<file path="config.mk">
export PLATFORM = sky130hd
export DESIGN_NAME = regsb_issue
export DESIGN_NICKNAME = d
export VERILOG_FILES = /design/src/rtl/regsb_pkg.sv /design/src/rtl/regsb_bits.sv /design/src/rtl/regsb_hazard.sv /design/src/rtl/regsb_pick.sv /design/src/rtl/regsb_issue.sv
export SDC_FILE = /design/constraint.sdc
export NUM_CORES = 1
export LEC_CHECK = 0
export ABC_AREA = 1
export CELL_PAD_IN_SITES_DETAIL_PLACEMENT = 1
export CELL_PAD_IN_SITES_GLOBAL_PLACEMENT = 1
export CORE_MARGIN = 4
export CORE_UTILIZATION = 39
export CTS_CLUSTER_DIAMETER = 200
export DETAILED_ROUTE_END_ITERATION = 6
export DONT_BUFFER_PORTS = 1
export PLACE_DENSITY = 0.85
export SLEW_MARGIN = 40
export SYNTH_ARGS = -nofsm -noshare
export SYNTH_HDL_FRONTEND = slang
export SYNTH_SLANG_ARGS = --single-unit
</file>
<file path="constraint.sdc">
create_clock -name clk -period 2.6 [get_ports clk]
set_input_delay 0.39 -clock clk [delete_from_list [all_inputs] [get_ports clk]]
set_output_delay 0.39 -clock clk [all_outputs]
set_load 0.01 [all_outputs]
</file>
<file path="src/rtl/regsb_pkg.sv">
package regsb_pkg;
   typedef enum logic {
      PICK_STRICT   = 1'b0,
      PICK_LOOKPAST = 1'b1
   } pick_mode_e;

   function automatic int unsigned idx_width(input int unsigned n);
      return (n > 1) ? $clog2(n) : 1;
   endfunction
endpackage

</file>
<file path="src/rtl/regsb_bits.sv">
module regsb_bits #(
   parameter int NUM_REGS = 8,
   parameter int NUM_WB   = 2,
   parameter int RW       = 3
) (
   input  logic                   clk,
   input  logic                   rst_n,
   input  logic [NUM_WB-1:0]      wb_vld,
   input  logic [NUM_WB*RW-1:0]   wb_reg,
   input  logic                   clr_en,
   input  logic [RW-1:0]          clr_reg,
   output logic [NUM_REGS-1:0]    valid_q,
   output logic [NUM_REGS-1:0]    avail
);
   logic [NUM_REGS-1:0] set_vec;
   logic [NUM_REGS-1:0] clr_vec;

   always_comb begin
      set_vec = '0;
      for (int p = 0; p < NUM_WB; p++) begin
         if (wb_vld[p]) set_vec[wb_reg[p*RW +: RW]] = 1'b1;
      end
   end

   always_comb begin
      clr_vec = '0;
      if (clr_en) clr_vec[clr_reg] = 1'b1;
   end

   // completions first, then the issuing claim overrides
   always_ff @(posedge clk) begin
      if (!rst_n) valid_q <= '1;
      else        valid_q <= (valid_q | set_vec) & ~clr_vec;
   end

   assign avail = valid_q | set_vec;
endmodule

</file>
<file path="src/rtl/regsb_hazard.sv">
module regsb_hazard #(
   parameter int NUM_REGS = 8,
   parameter int WIN      = 4,
   parameter int RW       = 3
) (
   input  logic                 lookpast,
   input  logic [NUM_REGS-1:0]  avail,
   input  logic [WIN-1:0]       slot_vld,
   input  logic [WIN*RW-1:0]    slot_src_a,
   input  logic [WIN*RW-1:0]    slot_src_b,
   input  logic [WIN*RW-1:0]    slot_dst,
   output logic [WIN-1:0]       ready
);
   for (genvar g = 0; g < WIN; g++) begin : g_slot
      logic [RW-1:0] sa, sb, sd;
      logic          ops_ok;
      assign sa = slot_src_a[g*RW +: RW];
      assign sb = slot_src_b[g*RW +: RW];
      assign sd = slot_dst[g*RW +: RW];
      assign ops_ok = slot_vld[g] & avail[sa] & avail[sb] & avail[sd];

      if (g == 0) begin : g_head
         assign ready[g] = ops_ok;
      end else begin : g_young
         logic order_blk;
         always_comb begin
            order_blk = 1'b0;
            for (int k = 0; k < g; k++) begin
               if (slot_vld[k]) begin
                  if (slot_dst[k*RW +: RW]   == sd) order_blk = 1'b1;
                  if (slot_src_a[k*RW +: RW] == sd) order_blk = 1'b1;
                  if (slot_src_b[k*RW +: RW] == sd) order_blk = 1'b1;
                  if (slot_dst[k*RW +: RW]   == sa) order_blk = 1'b1;
                  if (slot_dst[k*RW +: RW]   == sb) order_blk = 1'b1;
               end
            end
         end
         assign ready[g] = ops_ok & lookpast & ~order_blk;
      end
   end
endmodule

</file>
<file path="src/rtl/regsb_pick.sv">
module regsb_pick #(
   parameter int WIN = 4,
   parameter int SW  = 2
) (
   input  logic [WIN-1:0] ready,
   output logic           fire,
   output logic [SW-1:0]  slot,
   output logic [WIN-1:0] grant
);
   always_comb begin
      slot  = '0;
      grant = '0;
      for (int i = WIN-1; i >= 0; i--) begin
         if (ready[i]) begin
            slot  = SW'(i);
            grant = '0;
            grant[i] = 1'b1;
         end
      end
   end
   assign fire = |ready;
endmodule

</file>
<file path="src/rtl/regsb_issue.sv">
module regsb_issue #(
   parameter int NUM_REGS = 8,
   parameter int NUM_WB   = 2,
   parameter int WIN      = 4,
   parameter int RW       = regsb_pkg::idx_width(NUM_REGS),
   parameter int SW       = regsb_pkg::idx_width(WIN)
) (
   input  logic                  clk,
   input  logic                  rst_n,
   input  logic                  ooo_en,
   input  logic [WIN-1:0]        slot_vld,
   input  logic [WIN*RW-1:0]     slot_src_a,
   input  logic [WIN*RW-1:0]     slot_src_b,
   input  logic [WIN*RW-1:0]     slot_dst,
   input  logic [NUM_WB-1:0]     wb_vld,
   input  logic [NUM_WB*RW-1:0]  wb_reg,
   output logic                  issue_fire,
   output logic [SW-1:0]         issue_slot,
   output logic [NUM_REGS-1:0]   reg_valid
);
   import regsb_pkg::*;

   localparam int REG_SPAN = 1 << RW;

   if (NUM_REGS < 2 || REG_SPAN != NUM_REGS) begin : g_chk_regs
      $error("regsb_issue: NUM_REGS must be a power of two >= 2");
   end
   if (WIN < 1 || WIN > 16) begin : g_chk_win
      $error("regsb_issue: WIN must lie in 1..16");
   end
   if (NUM_WB < 1) begin : g_chk_wb
      $error("regsb_issue: NUM_WB must be at least 1");
   end

   pick_mode_e        mode;
   logic [NUM_REGS-1:0] avail;
   logic [WIN-1:0]    ready;
   logic [WIN-1:0]    grant;
   logic [RW-1:0]     iss_dst;

   assign mode = ooo_en ? PICK_LOOKPAST : PICK_STRICT;

   regsb_bits #(.NUM_REGS(NUM_REGS), .NUM_WB(NUM_WB), .RW(RW)) u_bits (
      .clk     (clk),
      .rst_n   (rst_n),
      .wb_vld  (wb_vld),
      .wb_reg  (wb_reg),
      .clr_en  (issue_fire),
      .clr_reg (iss_dst),
      .valid_q (reg_valid),
      .avail   (avail)
   );

   regsb_hazard #(.NUM_REGS(NUM_REGS), .WIN(WIN), .RW(RW)) u_haz (
      .lookpast   (mode == PICK_LOOKPAST),
      .avail      (avail),
      .slot_vld   (slot_vld),
      .slot_src_a (slot_src_a),
      .slot_src_b (slot_src_b),
      .slot_dst   (slot_dst),
      .ready      (ready)
   );

   regsb_pick #(.WIN(WIN), .SW(SW)) u_pick (
      .ready (ready),
      .fire  (issue_fire),
      .slot  (issue_slot),
      .grant (grant)
   );

   always_comb begin
      iss_dst = '0;
      for (int i = 0; i < WIN; i++) begin
         if (grant[i]) iss_dst = iss_dst | slot_dst[i*RW +: RW];
      end
   end
endmodule

</file>
* After elaboration in Yosys (flattened, before gate mapping)
Index checks and enable logic that the tools add are counted.
Storage, ports and cells: logic and storage cells 163, input port bits 51, register bits 8, output and inout port bits 11
Operators by class: magnitude comparators 18, multiplexer cells 82, reduce and logical (&&, ||, !) cells 4, bitwise operators 28, equality and inequality tests 30
Operator list (count):
- 3-bit == test | 30
- 3-bit by 4-bit < comparator with 1-bit output, second input constant | 15
- 1-bit 2-to-1 mux | 52
- 1-bit binary-select mux with 3-bit select | 12
- 8-bit 2-to-1 mux | 3
- 1-bit AND | 18
- 4-bit 2-to-1 mux | 4
- 8-bit bitwise OR | 2
- 3-bit 2-to-1 mux | 4
- 1-bit demux with 3-bit select | 3
- 3-bit by 1-bit >= comparator with 1-bit output, second input constant | 3
- 3-bit bitwise OR | 3
- 8-bit AND | 1
- 2-bit 2-to-1 mux | 4
- 8-bit NOT | 1
- 4-bit OR reduction | 1
- 1-bit logical AND | 3
- 1-bit NOT | 3

* Logic depth before layout (Yosys ltp)
depth after elaboration 39, mapped depth 20, gate-level depth less buffers 19

* Modules after synthesis
A second synthesis with hierarchy kept.
Unflattened totals: cell total of the unflattened synthesis 582, area, all modules 3041.7 µm²
Modules (own cells, without submodules):
- regsb_hazard | cells each 453, area each 2363.5 µm², instances 1, sequential area each 0.0 µm²
- regsb_bits | cells each 87, area each 511.7 µm², instances 1, sequential area each 160.2 µm²
- regsb_issue | cells each 27, area each 101.3 µm², instances 1, sequential area each 0.0 µm²
- regsb_pick | cells each 15, area each 65.1 µm², instances 1, sequential area each 0.0 µm²

* Least setup slack after synthesis
OpenSTA, ideal clock, no wires.
path type input to output, start point input wb_vld[1], end point output issue_slot[0], slack 0.319 ns, stages on the path 13, data arrival time 1.891 ns, data required time 2.210 ns, path buffers 1, cell sequence buf_2 nand4_2 nand3_1 nand2_1 nand3_1 nand2_1 nand2_1 nand2_1 nor2_1 nand3_1 nor2_1 a21oi_1 a21oi_1
On the way: word-level cells in the longest chain between the ends 13, elaborated cells on any way between the ends 48, classes of those cells mux: 29; bitwise: 19
RTL lines:
- from (decl) | line regsb_issue.sv:15 | input logic [NUM_WB-1:0] wb_vld,
- 8-bit 2-to-1 mux (*) | line regsb_bits.sv:21 | if (wb_vld[p]) set_vec[wb_reg[p*RW +: RW]] = 1'b1;
- 8-bit bitwise OR (*) | line regsb_bits.sv:36 | assign avail = valid_q | set_vec;
- 1-bit binary-select mux with 3-bit select | line regsb_hazard.sv:20 | assign ops_ok = slot_vld[g] & avail[sa] & avail[sb] & avail[sd];
- 1-bit 2-to-1 mux (implied by the code) | line regsb_hazard.sv:20
- 1-bit AND (3 in a row) | line regsb_hazard.sv:20
- 1-bit AND (2 in a row) | line regsb_hazard.sv:38 | assign ready[g] = ops_ok & lookpast & ~order_blk;
- 2-bit 2-to-1 mux (3 in a row) | line regsb_pick.sv:14 | if (ready[i]) begin
- 2-bit 2-to-1 mux (*) | line regsb_pick.sv:14
- to (decl) | line regsb_issue.sv:18 | output logic [SW-1:0] issue_slot,
Mark *: on every way between the ends. The rest lies on a longest branch, timed or not. The select of a mux whose other input is x is not followed.

* Worst setup path in the final report
start point input slot_dst[8], end point output issue_slot[0]
On the way: word-level cells in the longest chain between the ends 18, elaborated cells on any way between the ends 39, classes of those cells eq/ne: 9; mux: 24; bitwise: 6
RTL lines:
- from (decl) | line regsb_issue.sv:14 | input logic [WIN*RW-1:0] slot_dst,
- 3-bit == test | line regsb_hazard.sv:30 | if (slot_dst[k*RW +: RW] == sd) order_blk = 1'b1;
- 1-bit 2-to-1 mux | line regsb_hazard.sv:30
- 1-bit 2-to-1 mux | line regsb_hazard.sv:31 | if (slot_src_a[k*RW +: RW] == sd) order_blk = 1'b1;
- 1-bit 2-to-1 mux | line regsb_hazard.sv:32 | if (slot_src_b[k*RW +: RW] == sd) order_blk = 1'b1;
- 1-bit 2-to-1 mux | line regsb_hazard.sv:33 | if (slot_dst[k*RW +: RW] == sa) order_blk = 1'b1;
- 1-bit 2-to-1 mux | line regsb_hazard.sv:34 | if (slot_dst[k*RW +: RW] == sb) order_blk = 1'b1;
- 1-bit 2-to-1 mux | line regsb_hazard.sv:29 | if (slot_vld[k]) begin
- 1-bit 2-to-1 mux | line regsb_hazard.sv:30
- 1-bit 2-to-1 mux | line regsb_hazard.sv:31
- 1-bit 2-to-1 mux | line regsb_hazard.sv:32
- 1-bit 2-to-1 mux | line regsb_hazard.sv:33
- 1-bit 2-to-1 mux | line regsb_hazard.sv:34
- 1-bit 2-to-1 mux | line regsb_hazard.sv:29
- 1-bit NOT | line regsb_hazard.sv:38
- 1-bit AND | line regsb_hazard.sv:38
- 2-bit 2-to-1 mux (*) (3 in a row) | line regsb_pick.sv:14
Marked as above.

==> impl_results.md <==
- Nets: 641
- Layout fillers: 1,153
- Synth top area share: 0.214
- Global-route wire length before repair: 22,900 um
- Status: complete, no violations
- Reg area: 161 um2
- IO buf count: 0
- Diode count: 0
- Antenna Nets Post-Route: 0
- Worst-path fanout max: 11
- Starting density of the core: 0.403
- Syn-to-layout area delta: 10.5%
- I/O Pins: 62
- Syn_nets: 634
- Switching Power: 0.000399 W
- CTS tree: yes
- WP data required: 2.21 ns
- Max cap viols: 0
- Power Dens Cells: 255 nW/um2
- Die area: 9530 um2
- Die Wd: 97.6 um
- Vias: 4,290
- Flip-flop count of the largest register after layout: 8
- Syn. warnings: 0
- WS Path Type: primary input to output pin
- Sw Ratio: 0.453
- Core area: 7770 um2
- Final setup viols: 0
- Reg power frac: 0.167
- Clock tree sinks: 8
- DRC Markers: 0
- Final GP Congestion: 0.964
- Internal Power: 0.000482 W
- Avg Cell Area, Syn: 5.37 um2
- Share of post-route cells with drive strength above 1: 0.128
- Non-Filler Instances: 690
- #FFs+latches synth: 8
- Vias in the first global route: 4,323
- Multi-input logic area: 2640 um2
- Biggest regs: u_bits.valid_q x8
- Vias/cell: 6.22
- Leakage power: 1.68 nW
- Clock Pin Slew Worst Setup and Hold Paths: 0.04 ns
- Post-Route Utilization: 0.446
- Power Total: 0.000881 W
- Final WL: 14,600 um
- CTS buffer count: 3
- Die Ht: 97.6 um
- Root Buffer: clkbuf_8
- Fmax: 399 MHz
- Type of origin of the critical path: primary input
- Placed insts: 687
- Largest Register: u_bits.valid_q
- Worst reg2reg setup slack: 0.20 ns
- CTS Hold Bufs: 0
- Global route overflow: 0
- Final Hold Viols: 0
- Mapped Cells: 583
- Fin crit share: 0.963
- Critical Path Sink Type: output pin
- Final Slew Violations: 0
- Hold WC Path Type: primary input to register
- Synth top area cells: nand3_1 21%, nand2_1 20%, xnor2_1 19%
- Seq/Total Area, Yosys: 0.0511
- Combinational Power Share: 0.670
- Worst EP arrival: 2.11 ns
- Pin count of the biggest net entering global routing: 16
- WL per Instance: 21.1 um
- Post-synth top area cell: nand3_1
- Clock latency at the later pin of the worst-skew pair: 0.23 ns
- Final Critical Period: 2.50 ns
- Worst Tran Pin Value: 0.307 ns
- Peak supply drop: 0.247 mV
- Row count: 32
- CTS Buffer Depth: 2
- Final Cell Area: 3460 um2
- Synthesized area: 3130 um2
- Worst clock skew: 0.00213 ns
- Total GRT Usage: 0.295
- HPWL Detailed: 11,100 um
- Rel. slew slack: 0.795
- Initial antenna violation count: 0
- Yosys cell types: 26
- Placed instance area: 3380 um2
- Clock power share: 0.163
- DRT Pass-1 Iters: 5
- Clock H-tree levels: 1
- Iter 0 DRT Violations: 551
==> area by class of cell <==
class	instances	area share
Multi-Input combinational cell	482	0.761
Timing Repair Buffer	37	0.0803
Clock buffer	3	0.0119
Sequential cell	8	0.0466
Tap cell	102	0.0369
Inverter	58	0.0629
==> power by group through the flow <==
stage / clock network (W) / registers (W) / logic (W)
CTS: 0.000147 / 0.000147 / 0.000574
global route: 0.000157 / 0.000148 / 0.000649
global placement: 0 / 0.000148 / 0.000544
floorplan: 0 / 0.000145 / 0.000469
detailed placement: 0 / 0.000149 / 0.000570
finish: 0.000143 / 0.000147 / 0.000591
==> cell usage in the layout (no fill, tap or decap), types with 2 or more instances in the layout <==
cell type and instances:
nand3_2 4, clkbuf_8 3, xnor2_1 69, a21oi_1 5
clkinv_1 3, inv_1 49, nor2_4 2, inv_2 6
o21bai_1 2, nor2_2 6, nor2_1 29, dfxtp_1 7
nand4_2 8, a21oi_2 2, nand3b_1 3, nand4_1 48
o21ai_0 4, nand2_2 5, nand2_1 162, buf_4 37
nand3_1 130
==> worst max-delay path: stages <==
cell	delay, ns
inv_1	0.13
nand2_1	0.12
nand2_1	0.06
nand3_1	0.08
nand3_1	0.11
o21bai_1	0.15
nand2_1	0.06
nor2_1	0.25
nand2_1	0.13
nor2_2	0.21
nor2_2	0.09
a21oi_1	0.13
a21oi_1	0.06
buf_4	0.14
==> routing by layer <==
| metal | global-route usage | share of wire | up-vias |
|---|---|---|---|
| met5 | 0 | 0 | - |
| met4 | 0.134 | 0.044 | 0 |
| met3 | 0.0546 | 0.11 | 65 |
| met2 | 0.482 | 0.46 | 296 |
| met1 | 0.374 | 0.39 | 1987 |
| li1 | - | - | 1942 |
==> metrics by stage <==
| step | worst slack, ns | setup TNS (ns) | hold slack [ns] |
|---|---|---|---|
| after floorplan | 0.319 | 0 | 0.639 |
| after global placement | 0.127 | 0 | 0.463 |
| after detailed placement | 0.0580 | 0 | 0.465 |
| after CTS | 0.0233 | 0 | 0.230 |
| after global routing | -0.00157 | -0.00157 | 0.233 |
| final | 0.0951 | 0 | 0.233 |
==> cells in the mapped netlist <==
master and count:
a21oi_1 5, a21oi_2 2, buf_1 1, buf_2 18
buf_4 2, clkbuf_1 13, clkbuf_2 1, clkinv_1 3
dfxtp_1 8, inv_1 50, inv_2 5, nand2_1 164
nand2_2 3, nand3_1 134, nand3_2 1, nand3b_1 3
nand4_1 48, nand4_2 8, nor2_1 31, nor2_2 5
nor2_4 1, o21ai_0 4, o21ai_1 1, o21bai_1 2
xnor2_1 69, xor2_1 1
==> final timing paths <==
path,to,startpoint,cells past startpoint
max,issue_slot[0],slot_dst[8],14
max reg2reg,u_bits.valid_q[2],u_bits.valid_q[4],16
min,u_bits.valid_q[6],rst_n,1
min reg2reg,u_bits.valid_q[7],u_bits.valid_q[7],4
==> kinds of logic after synthesis <==
kind of cell / count (synthesis) / share of synthesized area
and+or+nand+nor: 398 / 0.605
buffers and inverters: 93 / 0.121
xor gates and xnor gates: 70 / 0.196
AOI/OAI and AO/OA: 14 / 0.0264
DFF: 8 / 0.0511
==> repair_timing <==
action / 4_1_cts / 5_1_grt
setup buffers: 0 / 0
setup endpoints to repair: 3 / 8
gates resized for setup: 1 / 11
Power figures use the tool's default switching activity.
